**config.mk**
```make
export PLATFORM = sky130hd
export DESIGN_NAME = vid656_gen
export DESIGN_NICKNAME = d
export VERILOG_FILES = /design/src/rtl/vid656_pkg.sv /design/src/rtl/vid656_timing.sv /design/src/rtl/vid656_fetch.sv /design/src/rtl/vid656_mux.sv /design/src/rtl/vid656_gen.sv
export SDC_FILE = /design/constraint.sdc
export NUM_CORES = 1
export LEC_CHECK = 0
export ABC_AREA = 1
export BUFFER_PORTS_ARGS = -buffer_cell sky130_fd_sc_hd__buf_2
export CELL_PAD_IN_SITES_DETAIL_PLACEMENT = 1
export CELL_PAD_IN_SITES_GLOBAL_PLACEMENT = 1
export CORE_MARGIN = 2
export CORE_UTILIZATION = 40
export DETAILED_ROUTE_END_ITERATION = 16
export HOLD_SLACK_MARGIN = 0.1
export MAX_ROUTING_LAYER = met4
export PLACE_DENSITY_LB_ADDON = 0.12
export REMOVE_ABC_BUFFERS = 1
export SLEW_MARGIN = 20
export SYNTH_ARGS = -nofsm -noshare
export SYNTH_HDL_FRONTEND = slang
export SYNTH_HIERARCHICAL = 1
export SYNTH_SLANG_ARGS = --single-unit
```
**constraint.sdc**
```tcl
create_clock -name clk -period 3.1 [get_ports clk]
set_input_delay 0.93 -clock clk [delete_from_list [all_inputs] [get_ports clk]]
set_output_delay 0.93 -clock clk [all_outputs]
set_load 0.005 [all_outputs]
```
**src/rtl/vid656_pkg.sv**
```systemverilog
package vid656_pkg;

  typedef enum logic [1:0] {
    SLOT_CB = 2'd0,
    SLOT_Y0 = 2'd1,
    SLOT_CR = 2'd2,
    SLOT_Y1 = 2'd3
  } slot_t;

  localparam logic [7:0] FILL_CHROMA = 8'h80;
  localparam logic [7:0] FILL_LUMA   = 8'h10;

  // Status word of a timing code, protection bits included.
  function automatic logic [7:0] xy_word(input logic f, input logic v, input logic h);
    return {1'b1, f, v, h, v ^ h, f ^ h, f ^ v, f ^ v ^ h};
  endfunction

  // Word at position pos (0..3) inside a timing code.
  function automatic logic [7:0] code_word(input logic [1:0] pos, input logic f,
                                           input logic v, input logic h);
    case (pos)
      2'd0:    return 8'hFF;
      2'd3:    return xy_word(f, v, h);
      default: return 8'h00;
    endcase
  endfunction

  function automatic logic [7:0] fill_word(input logic odd);
    return odd ? FILL_LUMA : FILL_CHROMA;
  endfunction

  // Keep picture data out of the reserved code values.
  function automatic logic [7:0] clip8(input logic [7:0] x);
    if (x == 8'h00) return 8'h01;
    if (x == 8'hFF) return 8'hFE;
    return x;
  endfunction

endpackage

```
**src/rtl/vid656_timing.sv**
```systemverilog
module vid656_timing #(
  parameter int LINE_WORDS  = 1716,
  parameter int FRAME_LINES = 525,
  parameter int F0_FIRST    = 4,
  parameter int F0_LAST     = 265,
  parameter int VB1_LAST    = 19,
  parameter int VB2_FIRST   = 264,
  parameter int VB2_LAST    = 282,
  parameter int HW          = 11,
  parameter int LW          = 10
) (
  input  logic          clk,
  input  logic          rst,
  output logic [HW-1:0] h_cnt,
  output logic [LW-1:0] line_no,
  output logic          fld,
  output logic          vbl,
  output logic          line_end,
  output logic          frame_end
);

  localparam logic [HW-1:0] H_LAST = HW'(LINE_WORDS - 1);
  localparam logic [LW-1:0] L_LAST = LW'(FRAME_LINES);

  assign line_end  = (h_cnt == H_LAST);
  assign frame_end = line_end && (line_no == L_LAST);

  always_ff @(posedge clk) begin
    if (rst) begin
      h_cnt   <= '0;
      line_no <= LW'(1);
    end else if (line_end) begin
      h_cnt   <= '0;
      line_no <= frame_end ? LW'(1) : line_no + LW'(1);
    end else begin
      h_cnt <= h_cnt + HW'(1);
    end
  end

  assign fld = !((line_no >= LW'(F0_FIRST)) && (line_no <= LW'(F0_LAST)));
  assign vbl = (line_no <= LW'(VB1_LAST)) ||
               ((line_no >= LW'(VB2_FIRST)) && (line_no <= LW'(VB2_LAST)));

endmodule

```
**src/rtl/vid656_fetch.sv**
```systemverilog
module vid656_fetch (
  input  logic       clk,
  input  logic       rst,
  input  logic       req,
  input  logic       pix_valid,
  input  logic [7:0] pix_y0,
  input  logic [7:0] pix_cr,
  input  logic [7:0] pix_y1,
  output logic       take,
  output logic       miss,
  output logic       hit,
  output logic [7:0] y0_q,
  output logic [7:0] cr_q,
  output logic [7:0] y1_q,
  output logic       underrun
);

  assign take = req && pix_valid;
  assign miss = req && !pix_valid;

  always_ff @(posedge clk) begin
    if (rst) begin
      hit      <= 1'b0;
      underrun <= 1'b0;
      y0_q     <= '0;
      cr_q     <= '0;
      y1_q     <= '0;
    end else if (req) begin
      hit <= pix_valid;
      if (pix_valid) begin
        y0_q <= pix_y0;
        cr_q <= pix_cr;
        y1_q <= pix_y1;
      end else begin
        underrun <= 1'b1;
      end
    end
  end

endmodule

```
**src/rtl/vid656_mux.sv**
```systemverilog
module vid656_mux
  import vid656_pkg::*;
#(
  parameter int HW        = 11,
  parameter int SAV_START = 272,
  parameter int ACT_START = 276
) (
  input  logic          clk,
  input  logic          rst,
  input  logic [HW-1:0] h_cnt,
  input  logic          fld,
  input  logic          vbl,
  input  logic          take,
  input  logic          hit,
  input  logic [7:0]    pix_cb,
  input  logic [7:0]    y0_q,
  input  logic [7:0]    cr_q,
  input  logic [7:0]    y1_q,
  output logic          cb_next,
  output logic [7:0]    vid_data
);

  localparam logic [HW-1:0] SAV_H = HW'(SAV_START);
  localparam logic [HW-1:0] ACT_H = HW'(ACT_START);

  logic       in_eav, in_sav, in_act;
  logic [1:0] cpos;
  slot_t      slot;
  logic [7:0] nxt;

  always_comb begin
    in_eav  = (h_cnt < HW'(4));
    in_sav  = (h_cnt >= SAV_H) && (h_cnt < ACT_H);
    in_act  = (h_cnt >= ACT_H);
    cpos    = in_eav ? h_cnt[1:0] : (h_cnt[1:0] - SAV_H[1:0]);
    slot    = slot_t'(h_cnt[1:0] - ACT_H[1:0]);
    cb_next = in_act && (slot == SLOT_CB);
    if (in_eav || in_sav) begin
      nxt = code_word(cpos, fld, vbl, in_eav);
    end else if (in_act && !vbl) begin
      case (slot)
        SLOT_CB: nxt = take ? clip8(pix_cb) : FILL_CHROMA;
        SLOT_Y0: nxt = hit  ? clip8(y0_q)   : FILL_LUMA;
        SLOT_CR: nxt = hit  ? clip8(cr_q)   : FILL_CHROMA;
        default: nxt = hit  ? clip8(y1_q)   : FILL_LUMA;
      endcase
    end else begin
      nxt = fill_word(h_cnt[0]);
    end
  end

  always_ff @(posedge clk) begin
    if (rst) vid_data <= FILL_CHROMA;
    else     vid_data <= nxt;
  end

endmodule

```
**src/rtl/vid656_gen.sv**
```systemverilog
module vid656_gen #(
  parameter int ACT_PIX      = 720,
  parameter int HBLANK_WORDS = 268,
  parameter int FRAME_LINES  = 525,
  parameter int F0_FIRST     = 4,
  parameter int F0_LAST      = 265,
  parameter int VB1_LAST     = 19,
  parameter int VB2_FIRST    = 264,
  parameter int VB2_LAST     = 282
) (
  input  logic       clk,
  input  logic       rst,
  output logic       pix_req,
  input  logic       pix_valid,
  input  logic [7:0] pix_cb,
  input  logic [7:0] pix_y0,
  input  logic [7:0] pix_cr,
  input  logic [7:0] pix_y1,
  output logic [7:0] vid_data,
  output logic       underrun
);

  localparam int CODE_WORDS = 4;
  localparam int ACT_WORDS  = 2 * ACT_PIX;
  localparam int SAV_START  = CODE_WORDS + HBLANK_WORDS;
  localparam int ACT_START  = SAV_START + CODE_WORDS;
  localparam int LINE_WORDS = ACT_START + ACT_WORDS;
  localparam int HW         = $clog2(LINE_WORDS);
  localparam int LW         = $clog2(FRAME_LINES + 1);

  logic [HW-1:0] h_cnt;
  logic [LW-1:0] line_no;
  logic          fld, vbl;
  logic          evt_line_end, evt_frame_end;
  logic          evt_req, evt_take, evt_miss, cb_next, hit;
  logic [7:0]    y0_q, cr_q, y1_q;

  vid656_timing #(
    .LINE_WORDS(LINE_WORDS), .FRAME_LINES(FRAME_LINES),
    .F0_FIRST(F0_FIRST), .F0_LAST(F0_LAST),
    .VB1_LAST(VB1_LAST), .VB2_FIRST(VB2_FIRST), .VB2_LAST(VB2_LAST),
    .HW(HW), .LW(LW)
  ) u_timing (
    .clk(clk), .rst(rst), .h_cnt(h_cnt), .line_no(line_no),
    .fld(fld), .vbl(vbl), .line_end(evt_line_end), .frame_end(evt_frame_end)
  );

  assign evt_req = !rst && !vbl && cb_next;
  assign pix_req = evt_req;

  vid656_fetch u_fetch (
    .clk(clk), .rst(rst), .req(evt_req), .pix_valid(pix_valid),
    .pix_y0(pix_y0), .pix_cr(pix_cr), .pix_y1(pix_y1),
    .take(evt_take), .miss(evt_miss), .hit(hit),
    .y0_q(y0_q), .cr_q(cr_q), .y1_q(y1_q), .underrun(underrun)
  );

  vid656_mux #(
    .HW(HW), .SAV_START(SAV_START), .ACT_START(ACT_START)
  ) u_mux (
    .clk(clk), .rst(rst), .h_cnt(h_cnt), .fld(fld), .vbl(vbl),
    .take(evt_take), .hit(hit), .pix_cb(pix_cb),
    .y0_q(y0_q), .cr_q(cr_q), .y1_q(y1_q),
    .cb_next(cb_next), .vid_data(vid_data)
  );

endmodule

```
==> results by group, run 1 <==
Outcome
  – Status: completed

Logic synthesis
  – Syn. warnings: 6
  – Synth Instances: 552
  – Post-synthesis cell area: 0.00341 mm2
  – Avg Inst Size Synth: 6.18 um2

Critical path
  – Worst-path maximum fanout: 5
  – WS Path Type: reg2out
  – Most Frequent Cell on Critical Path: nor3_1
  – Reg2Reg Capture Point: u_mux/vid_data[4]
  – Worst setup path startpoint: u_timing/line_no[7]
  – CP cell instances: inv_1, nand3_1, nor3_1, nor3_1, nor2_2, buf_2
  – Worst Path Required: 2.17 ns
  – Startpoint Class: flop
  – Buf/Inv on CP: 2
  – Worst setup path endpoint: pix_req
  – Critical path depth in cells: 6
  – Reg-to-reg slack, setup: 0.78 ns
  – Critical-path top delay cell: nor3_1
  – Worst r2r src: u_timing/h_cnt[4]
  – CP top delay family: simple AND/OR/NAND/NOR gates
  – Setup crit end kind: output pin
  – Crit-path max cell delay: 0.49 ns
  – R2R depth: 18
  – CP arrival: 1.83 ns

Timing
  – Final Hold Fails: 0
  – RSZ-0062 raised after global routing: no
  – Relative slew slack: 60.2%
  – Fmax: 363 MHz
  – Final setup viols: 0
  – Tmin final: 2.76 ns
  – Fin Setup TNS: 0 ns
  – Worst-margin pin slew: 0.596 ns
  – Max Transition Viols Final: 0
  – Period utilization: 88.9%
  – Final setup skew: 0.00911 ns

Place
  – Dpl cells: 687
  – Post-DP HPWL: 6810 um
  – I/O Buffers: 44
  – Final GP Congestion: 0.908

Detailed routing
  – Drt initial violations: 94
  – DRT Wirelength: 8810 um
  – Routed vias/inst: 4.83
  – WL per Instance: 12.7 um
  – Drt drc: 0
  – DR pass1 iterations: 4
  – Routed Antenna Nets: 0
  – Total number of vias: 3359

Power
  – P_int: 1.10 mW
  – Leak Pwr: 1.92 nW
  – Combinational share of power: 9.6%
  – Power share of the clock group: 39.6%
  – Switching Fraction: 23.5%
  – Pwr/cell area: 377 mW/mm2
  – IR drop worst, VDD: 0.000186 V
  – Sw Pwr: 0.338 mW
  – Sequential Power Share: 50.8%

CTS
  – Root buffer cell: clkbuf_8
  – # hold bufs at CTS: 0
  – Max Root-Sink Buffers: 2
  – H-tree levels: 2
  – Clock latency on the worst-skew pair: 0.31 ns
  – Clock sinks: 55
  – Post_cts resized: 0
  – Post-CTS Setup Inserts: 0
  – Reg clk slew, reported paths: 0.10 ns
  – CTS buffer count: 5
  – CTS tree: built

GRT
  – Largest net degree at the start of global routing: 49
  – Vias in the first global route: 3435
  – GRT overflow: 0
  – GR Layer Usage met2: 38.5%
  – Total global-route track usage: 21.1%
  – Most Crowded Layer GR: met2
  – Met1 Use GR: 24.2%
  – Met3 track utilization from global routing: 2.82%
  – First-pass GRT wire length: 15000 um
  – Initial antenna violation count: 0

Floorplanning
  – I/O pin cnt: 45
  – Die width: 96.3 um
  – Std-Cell Rows: 33
  – Die ar.: 0.00928 mm2
  – Initial Util: 41.3%
  – Die span in y: 96.3 um
  – Core area: 0.00826 mm2

Layout
  – Area grow syn2layout: 11.7%
  – Layout Cells excl Fill: 695
  – Share of layout cells above drive strength 1: 13.4%
  – N_diodes: 0
  – Nets: 632
  – Fillcell total: 1166

Worst hold path
  – Worst Hold Class: reg2reg
  – Hold depth: 2

Run
  – Maximum capacitance violations: 0
## registers in the layout, summed over array words and instances, names as in the netlist
register	count
u_fetch/underrun	1
u_fetch/cr_q	8
u_timing/line_no	10
u_timing/h_cnt	11
u_mux/vid_data	8
u_fetch/hit	1
u_fetch/y1_q	8
u_fetch/y0_q	8
## cell type report
class | instances | area, um2 | share of cell area, %
sequential | 55 | 1100 | 28.9
multi-input combinational | 399 | 1900 | 49.9
timing repair buffer | 46 | 235 | 6.18
clock inverter | 2 | 60.1 | 1.58
clock buffer | 6 | 72.6 | 1.91
inverter | 82 | 308 | 8.08
tap | 105 | 131 | 3.45
## layout by cell type (no fill, tap or decap)
cell type	count
xor2_1	3
o21ai_1	1
inv_1	79
nand3_2	3
a21oi_1	21
a22oi_1	1
a22o_1	1
nor3_4	1
buf_2	44
nand2_2	5
nand3b_1	2
bufinv_16	2
xnor2_1	2
or2_2	1
inv_2	3
nand2_4	2
nand2_1	159
a21oi_2	3
nor2_4	4
nor2_1	95
clkbuf_8	5
nor3_1	4
ha_1	8
and2_1	2
buf_4	2
nand4_1	12
clkbuf_1	1
a21oi_4	1
nand3_1	46
o21ai_0	18
dfxtp_1	55
nor2_2	2
nor2_8	1
nor3b_1	1
## stage by stage
stage               hold slack [ns]  utilization [%]  power (mW)  worst slack [ns]  area [um2]
finish                        0.463             46.1        1.44             0.344        3810
global route                  0.493             46.1        1.51             0.113        3810
CTS                           0.471             46.1        1.46             0.334        3810
detailed placement            0.454             44.5       0.885             0.581        3680
global placement              0.437             44.5       0.882             0.583        3680
floorplan                     0.441                -       0.820             0.689        3310
## worst reg2reg max path: stages (launching register included)
cell and delay (ns):
dfxtp_1 0.55, inv_1 0.13, nand2_1 0.11, nand2_1 0.06, nand3_1 0.10, nand2_1 0.07
nor2_1 0.09, nand2_1 0.07, nor2_2 0.16, nand2_2 0.10, inv_1 0.07, nand2_1 0.07
inv_1 0.15, nand2_1 0.07, nand4_1 0.09, o21ai_0 0.09, nand2_1 0.08, nand3_1 0.08
a21oi_1 0.14
## per-layer routing
metal / vias to the layer above / routed length, um
met5: - / 0
met4: 0 / 107
met3: 8 / 184
met2: 32 / 4420
met1: 1544 / 4100
li1: 1775 / -
## power groups by stage
stage / logic [mW] / registers [mW] / clock network (mW)
finish: 0.138 / 0.730 / 0.568
global route: 0.157 / 0.733 / 0.622
CTS: 0.139 / 0.731 / 0.587
detailed placement: 0.138 / 0.747 / 0
global placement: 0.136 / 0.746 / 0
floorplan: 0.0737 / 0.746 / 0
## how the worst min path moves through the flow
stage / from / end / slack [ns]
after floorplan: u_fetch/underrun / u_fetch/underrun / 0.44
after CTS: u_fetch/underrun / u_fetch/underrun / 0.47
after global routing: u_fetch/underrun / u_fetch/underrun / 0.49
after global placement: u_fetch/underrun / u_fetch/underrun / 0.44
final: u_fetch/underrun / u_fetch/underrun / 0.46
after detailed placement: u_fetch/underrun / u_fetch/underrun / 0.45
Power figures use the tool's default switching activity.
==> inputs of run 2 (changes only) <==
--- a/config.mk
+++ b/config.mk
@@ -5,17 +5,17 @@
 export SDC_FILE = /design/constraint.sdc
 export NUM_CORES = 1
 export LEC_CHECK = 0
-export ABC_AREA = 1
 export BUFFER_PORTS_ARGS = -buffer_cell sky130_fd_sc_hd__buf_2
 export CELL_PAD_IN_SITES_DETAIL_PLACEMENT = 1
 export CELL_PAD_IN_SITES_GLOBAL_PLACEMENT = 1
 export CORE_MARGIN = 2
-export CORE_UTILIZATION = 40
+export CORE_UTILIZATION = 44
 export DETAILED_ROUTE_END_ITERATION = 16
 export HOLD_SLACK_MARGIN = 0.1
 export MAX_ROUTING_LAYER = met4
 export PLACE_DENSITY_LB_ADDON = 0.12
 export REMOVE_ABC_BUFFERS = 1
+export SETUP_SLACK_MARGIN = 0.4
 export SLEW_MARGIN = 20
 export SYNTH_ARGS = -nofsm -noshare
 export SYNTH_HDL_FRONTEND = slang
==> results by group, run 2 <==
CTS
  – Clock sinks: 55
  – Root buffer cell: clkbuf_8
  – CTS buffer count: 5
  – Clock latency on the worst-skew pair: 0.31 ns
  – H-tree levels: 2
  – Reg clk slew, reported paths: 0.10 ns
  – CTS tree: built
  – Max Root-Sink Buffers: 2

Critical path
  – Reg2Reg Capture Point: u_mux/vid_data[4]
  – Setup crit end kind: output pin
  – WS Path Type: reg2out
  – Startpoint Class: flop
  – Worst-path maximum fanout: 7
  – Worst setup path endpoint: pix_req
  – CP cell instances: nand2_2, a22o_1, a21oi_2, nor2_4, nor3b_4, buf_2
  – Crit-path max cell delay: 0.40 ns
  – Reg-to-reg slack, setup: 0.57 ns
  – Worst setup path startpoint: u_timing/line_no[0]
  – CP arrival: 1.68 ns
  – Worst r2r src: u_timing/line_no[9]
  – Critical-path top delay cell: dfxtp_4
  – Worst Path Required: 2.17 ns
  – R2R depth: 10

Logic synthesis
  – Avg Inst Size Synth: 8.72 um2
  – Synth Instances: 382
  – Post-synthesis cell area: 0.00333 mm2
  – Syn. warnings: 6

Detailed routing
  – DRT Wirelength: 8750 um
  – WL per Instance: 17.1 um
  – Drt drc: 0
  – Routed Antenna Nets: 0
  – DR pass1 iterations: 4
  – Total number of vias: 2989
  – Routed vias/inst: 5.85
  – Drt initial violations: 113

Layout
  – Commonest non-fill, non-tap cell in the layout: dfxtp_1
  – Area of the multi-input gates: 0.00201 mm2
  – Register area: 0.00111 mm2
  – Biggest regs: u_timing/h_cnt x11, u_timing/line_no x10
  – Layout Cells excl Fill: 511
  – Max FFs per register: 11
  – Nets: 454
  – N_diodes: 0
  – Share of layout cells above drive strength 1: 25.7%
  – Final instance area: 0.00367 mm2
  – Area grow syn2layout: 10.4%
  – Most frequent cells in the layout: dfxtp_1, buf_2, nand3_1, nor2_1, a21oi_2
  – Fillcell total: 915
  – Most flop-heavy register: u_timing/h_cnt

GRT
  – Initial antenna violation count: 0
  – Total global-route track usage: 21.4%
  – GRT overflow: 0
  – Largest net degree at the start of global routing: 51
  – Vias in the first global route: 2798
  – First-pass GRT wire length: 14200 um

Timing
  – Relative slew slack: 36.9%
  – Final setup viols: 0
  – Max Transition Viols Final: 0
  – Final Hold Fails: 0
  – RSZ-0062 raised after global routing: no
  – Fin Setup TNS: 0 ns
  – Period utilization: 84.4%
  – Min Hold Slack: 0.499 ns
  – Fmax: 382 MHz
  – Final setup skew: 0.00964 ns
  – Worst-margin pin slew: 0.947 ns
  – Tmin final: 2.61 ns

Outcome
  – Status: completed

Power
  – P_int: 0.989 mW
  – Pwr/cell area: 361 mW/mm2
  – Combinational share of power: 12.0%
  – Power share of the clock group: 33.1%
  – Leak Pwr: 1.29 nW
  – Sw Pwr: 0.338 mW
  – Switching Fraction: 25.5%
  – IR drop worst, VDD: 0.000215 V
  – Sequential Power Share: 55.0%
  – Pwr Total: 1.33 mW

Run
  – Maximum capacitance violations: 0

Place
  – Final GP Congestion: 0.825
  – Dpl cells: 500
  – Post-DP HPWL: 6190 um
  – I/O Buffers: 44
  – Placed cell areas: 0.00351 mm2

Worst hold path
  – Worst Hold Launch: u_timing/line_no[1]
  – Worst Hold Class: reg2reg

Floorplanning
  – Initial Util: 45.7%
  – Die ar.: 0.00828 mm2
  – Die width: 91.0 um
  – Core area: 0.00729 mm2
  – I/O pin cnt: 45
  – Die span in y: 91.0 um
  – Std-Cell Rows: 31
run 2: changes by cell type in the layout (fill, tap and decap cells not counted), moves of 8 or more:
cell,change
nand3_1,-8
xnor2_1,+12
a21bo_1,+24
nor4_1,+8
nand2_1,-142
nor2_1,-69
o21ai_0,-9
inv_1,-68
a21oi_2,+22
run 2: timing repair:
item | CTS | global route
hold buffers | 0 | 0
buffers inserted | 1 | 2
setup endpoints to repair | 1 | 1
gates resized for setup | 11 | 5
pin swaps | 0 | 3
run 2: power by group through the flow:
stage	clock network [mW]	logic (mW)	registers, mW
6_report	0.439	0.159	0.730
5_1_grt	0.481	0.174	0.731
4_1_cts	0.453	0.158	0.731
3_5_place_dp	0	0.150	0.748
3_3_place_gp	0	0.148	0.748
2_1_floorplan	0	0.0690	0.747
run 2: how the worst min path moves through the flow:
| stage | depth (start not counted) | to |
|---|---|---|
| finish | 2 | u_timing/line_no[1] |
| global route | 1 | u_fetch/underrun |
| global placement | 1 | u_fetch/underrun |
| floorplan | 1 | u_timing/h_cnt[0] |
| detailed placement | 1 | u_fetch/underrun |
| CTS | 2 | u_timing/line_no[1] |
run 2: area by class of cell:
class,count,area share (%)
clock buffers,8,2.72
inverters,13,1.33
multi-input cells,285,54.8
flip-flops and latches,55,30.3
well taps,99,3.37
repair buffers,51,7.42
run 2: routing by layer:
metal | wire length (um) | vias to the layer above | global-route usage, %
met5 | 0 | - | -
met4 | 62 | 0 | 4.92
met3 | 306 | 4 | 3.07
met2 | 4030 | 54 | 32.1
met1 | 4350 | 1476 | 30.6
li1 | - | 1455 | -
run 2: worst max-delay path, delay by kind of cell, from the launching register on:
kind,cells,cell delay (ns)
DFF,1,0.40
buffers and inverters,1,0.18
AOI/OAI and AO/OA,2,0.38
and+or+nand+nor,3,0.42
run 2: per-stage QoR:
| stage | worst slack [ns] | utilization, % |
|---|---|---|
| 6_report | 0.485 | 50.4 |
| 5_1_grt | 0.401 | 50.4 |
| 4_1_cts | 0.440 | 50.1 |
| 3_5_place_dp | 0.485 | 48.2 |
| 3_3_place_gp | 0.544 | 48.2 |
| 2_1_floorplan | -0.654 | - |
==> inputs of run 3 (changes only) <==
--- a/config.mk
+++ b/config.mk
@@ -5,11 +5,12 @@
 export SDC_FILE = /design/constraint.sdc
 export NUM_CORES = 1
 export LEC_CHECK = 0
+export ABC_AREA = 1
 export BUFFER_PORTS_ARGS = -buffer_cell sky130_fd_sc_hd__buf_2
 export CELL_PAD_IN_SITES_DETAIL_PLACEMENT = 1
 export CELL_PAD_IN_SITES_GLOBAL_PLACEMENT = 1
 export CORE_MARGIN = 2
-export CORE_UTILIZATION = 44
+export CORE_UTILIZATION = 40
 export DETAILED_ROUTE_END_ITERATION = 16
 export HOLD_SLACK_MARGIN = 0.1
 export MAX_ROUTING_LAYER = met4
==> constraint.sdc (replaced) <==
create_clock -name clk -period 2.5 [get_ports clk]
set_input_delay 0.75 -clock clk [delete_from_list [all_inputs] [get_ports clk]]
set_output_delay 0.75 -clock clk [all_outputs]
set_load 0.005 [all_outputs]
==> results by group, run 3 (synthesized netlist as in run 1, its figures left out) <==
Outcome
  – Status: completed

Timing
  – Final Hold Fails: 0
  – Final setup skew: 0.00905 ns
  – Worst-margin pin slew: 0.583 ns
  – Final worst slack: 0.293 ns
  – Final setup viols: 0
  – Max Transition Viols Final: 0
  – Period utilization: 88.3%
  – RSZ-0062 raised after global routing: yes
  – Relative slew slack: 61.1%
  – Fmax: 453 MHz
  – Fin Setup TNS: 0 ns
  – Tmin final: 2.21 ns

Layout
  – N_diodes: 0
  – Biggest regs: u_timing/h_cnt x11, u_timing/line_no x10
  – Area grow syn2layout: 19.5%
  – Max FFs per register: 11
  – Commonest non-fill, non-tap cell in the layout: nand2_1
  – Most flop-heavy register: u_timing/h_cnt
  – Most frequent cells in the layout: nand2_1, nor2_1, inv_1, buf_2, nand3_1
  – Share of layout cells above drive strength 1: 23.0%
  – Nets: 654

Critical path
  – Worst Path Required: 1.75 ns
  – CP arrival: 1.46 ns
  – Reg2Reg Capture Point: u_mux/vid_data[7]
  – Worst-path maximum fanout: 2
  – Reg-to-reg slack, setup: 0.40 ns
  – Setup crit end kind: output pin
  – Startpoint Class: flop
  – Worst r2r src: u_timing/line_no[5]
  – R2R depth: 15
  – WS Path Type: reg2out

Worst hold path
  – Worst Hold Launch: u_fetch/underrun
  – Hold depth: 2
  – Worst Hold Class: reg2reg
  – Hold Path End: u_fetch/underrun

GRT
  – GR Layer Usage met2: 43.5%
  – Largest net degree at the start of global routing: 49
  – Most Crowded Layer GR: met2
  – Met3 track utilization from global routing: 3.05%
  – First-pass GRT wire length: 16500 um
  – GRT overflow: 0
  – Total global-route track usage: 23.2%
  – Initial antenna violation count: 0
  – Met1 Use GR: 25.4%
  – Vias in the first global route: 3729

Detailed routing
  – Total number of vias: 3556
  – DRT Wirelength: 10100 um
  – Routed Antenna Nets: 0
  – Drt initial violations: 84
  – Routed vias/inst: 4.96
  – Drt drc: 0
  – DR pass1 iterations: 4
  – WL per Instance: 14.1 um

Floorplanning
  – Std-Cell Rows: 33
  – Die width: 96.3 um
  – I/O pin cnt: 45
  – Die ar.: 0.00928 mm2
  – Initial Util: 41.3%
  – Core area: 0.00826 mm2
  – Die span in y: 96.3 um

CTS
  – Clock latency on the worst-skew pair: 0.31 ns
  – CTS buffer count: 5
  – Clock sinks: 55
  – Max Root-Sink Buffers: 2
  – Reg clk slew, reported paths: 0.11 ns
  – # hold bufs at CTS: 0
  – CTS tree: built
  – H-tree levels: 2
  – Root buffer cell: clkbuf_8

Place
  – Placement Setup Slack: 0.302 ns
  – Final GP Congestion: 0.937
  – I/O Buffers: 44
  – Post-DP HPWL: 7190 um

Power
  – Pwr/cell area: 401 mW/mm2
  – Leak Pwr: 2.05 nW
  – IR drop worst, VDD: 0.000245 V

Run
  – Maximum capacitance violations: 0
run 3: cell type report:
cell class	count	area, um2
multi-input combinational	399	1990
sequential	55	1140
clock inverter	3	26.3
clock buffer	5	68.8
tap	105	131
timing repair buffer	68	407
fill	1154	4180
inverter	82	313
run 3: worst max-delay path, cell delays in order, from the launching register on:
cell and delay (ns):
dfxtp_2 0.34, inv_2 0.07, nand2_4 0.05, nand3_2 0.04, nand4_1 0.17, nor3_4 0.29, nor2_4 0.06, buf_6 0.12
run 3: worst max-delay path by stage:
stage                     cells past startpoint  slack, ns                start           endpoint
final                                         7       0.29  u_timing/line_no[2]            pix_req
after global routing                          9       0.21    u_timing/h_cnt[5]            pix_req
after CTS                                     7       0.30  u_timing/line_no[2]            pix_req
after detailed placement                     17       0.30    u_timing/h_cnt[6]  u_mux/vid_data[7]
after global placement                       13       0.35                  rst  u_mux/vid_data[7]
after floorplan                              15       0.11  u_timing/line_no[5]  u_mux/vid_data[4]
run 3: through the flow:
stage | util [%] | hold WS (ns) | total power [mW] | area, um2 | instances
after floorplan | - | 0.441 | 1.02 | 3310 | 536
after global placement | 44.9 | 0.440 | 1.10 | 3710 | 691
after detailed placement | 44.9 | 0.444 | 1.10 | 3710 | 691
after CTS | 48.6 | 0.462 | 1.66 | 4010 | 712
after global routing | 49.4 | 0.482 | 1.73 | 4080 | 717
final | 49.4 | 0.457 | 1.64 | 4080 | 717
run 3: what timing repair did:
action,in CTS,in global routing
endpoints found under the setup margin,6,32
pin swaps,9,9
hold endpoints to repair,0,0
setup buffers,13,5
resized for setup,45,13
run 3: power breakdown:
part / switching (mW) / internal [mW] / leakage, nW
Sequential: 0.0101 / 0.890 / 0.454
Clock: 0.332 / 0.208 / 0.0491
Combinational: 0.116 / 0.0808 / 1.55
Total: 0.458 / 1.18 / 2.05
run 3: metal layers:
metal  vias to the layer above  part of all wire, %
li1                       1812                    -
met1                      1672                   43
met2                        54                   52
met3                        18                  2.6
met4                         0                  2.2
met5                         -                    0
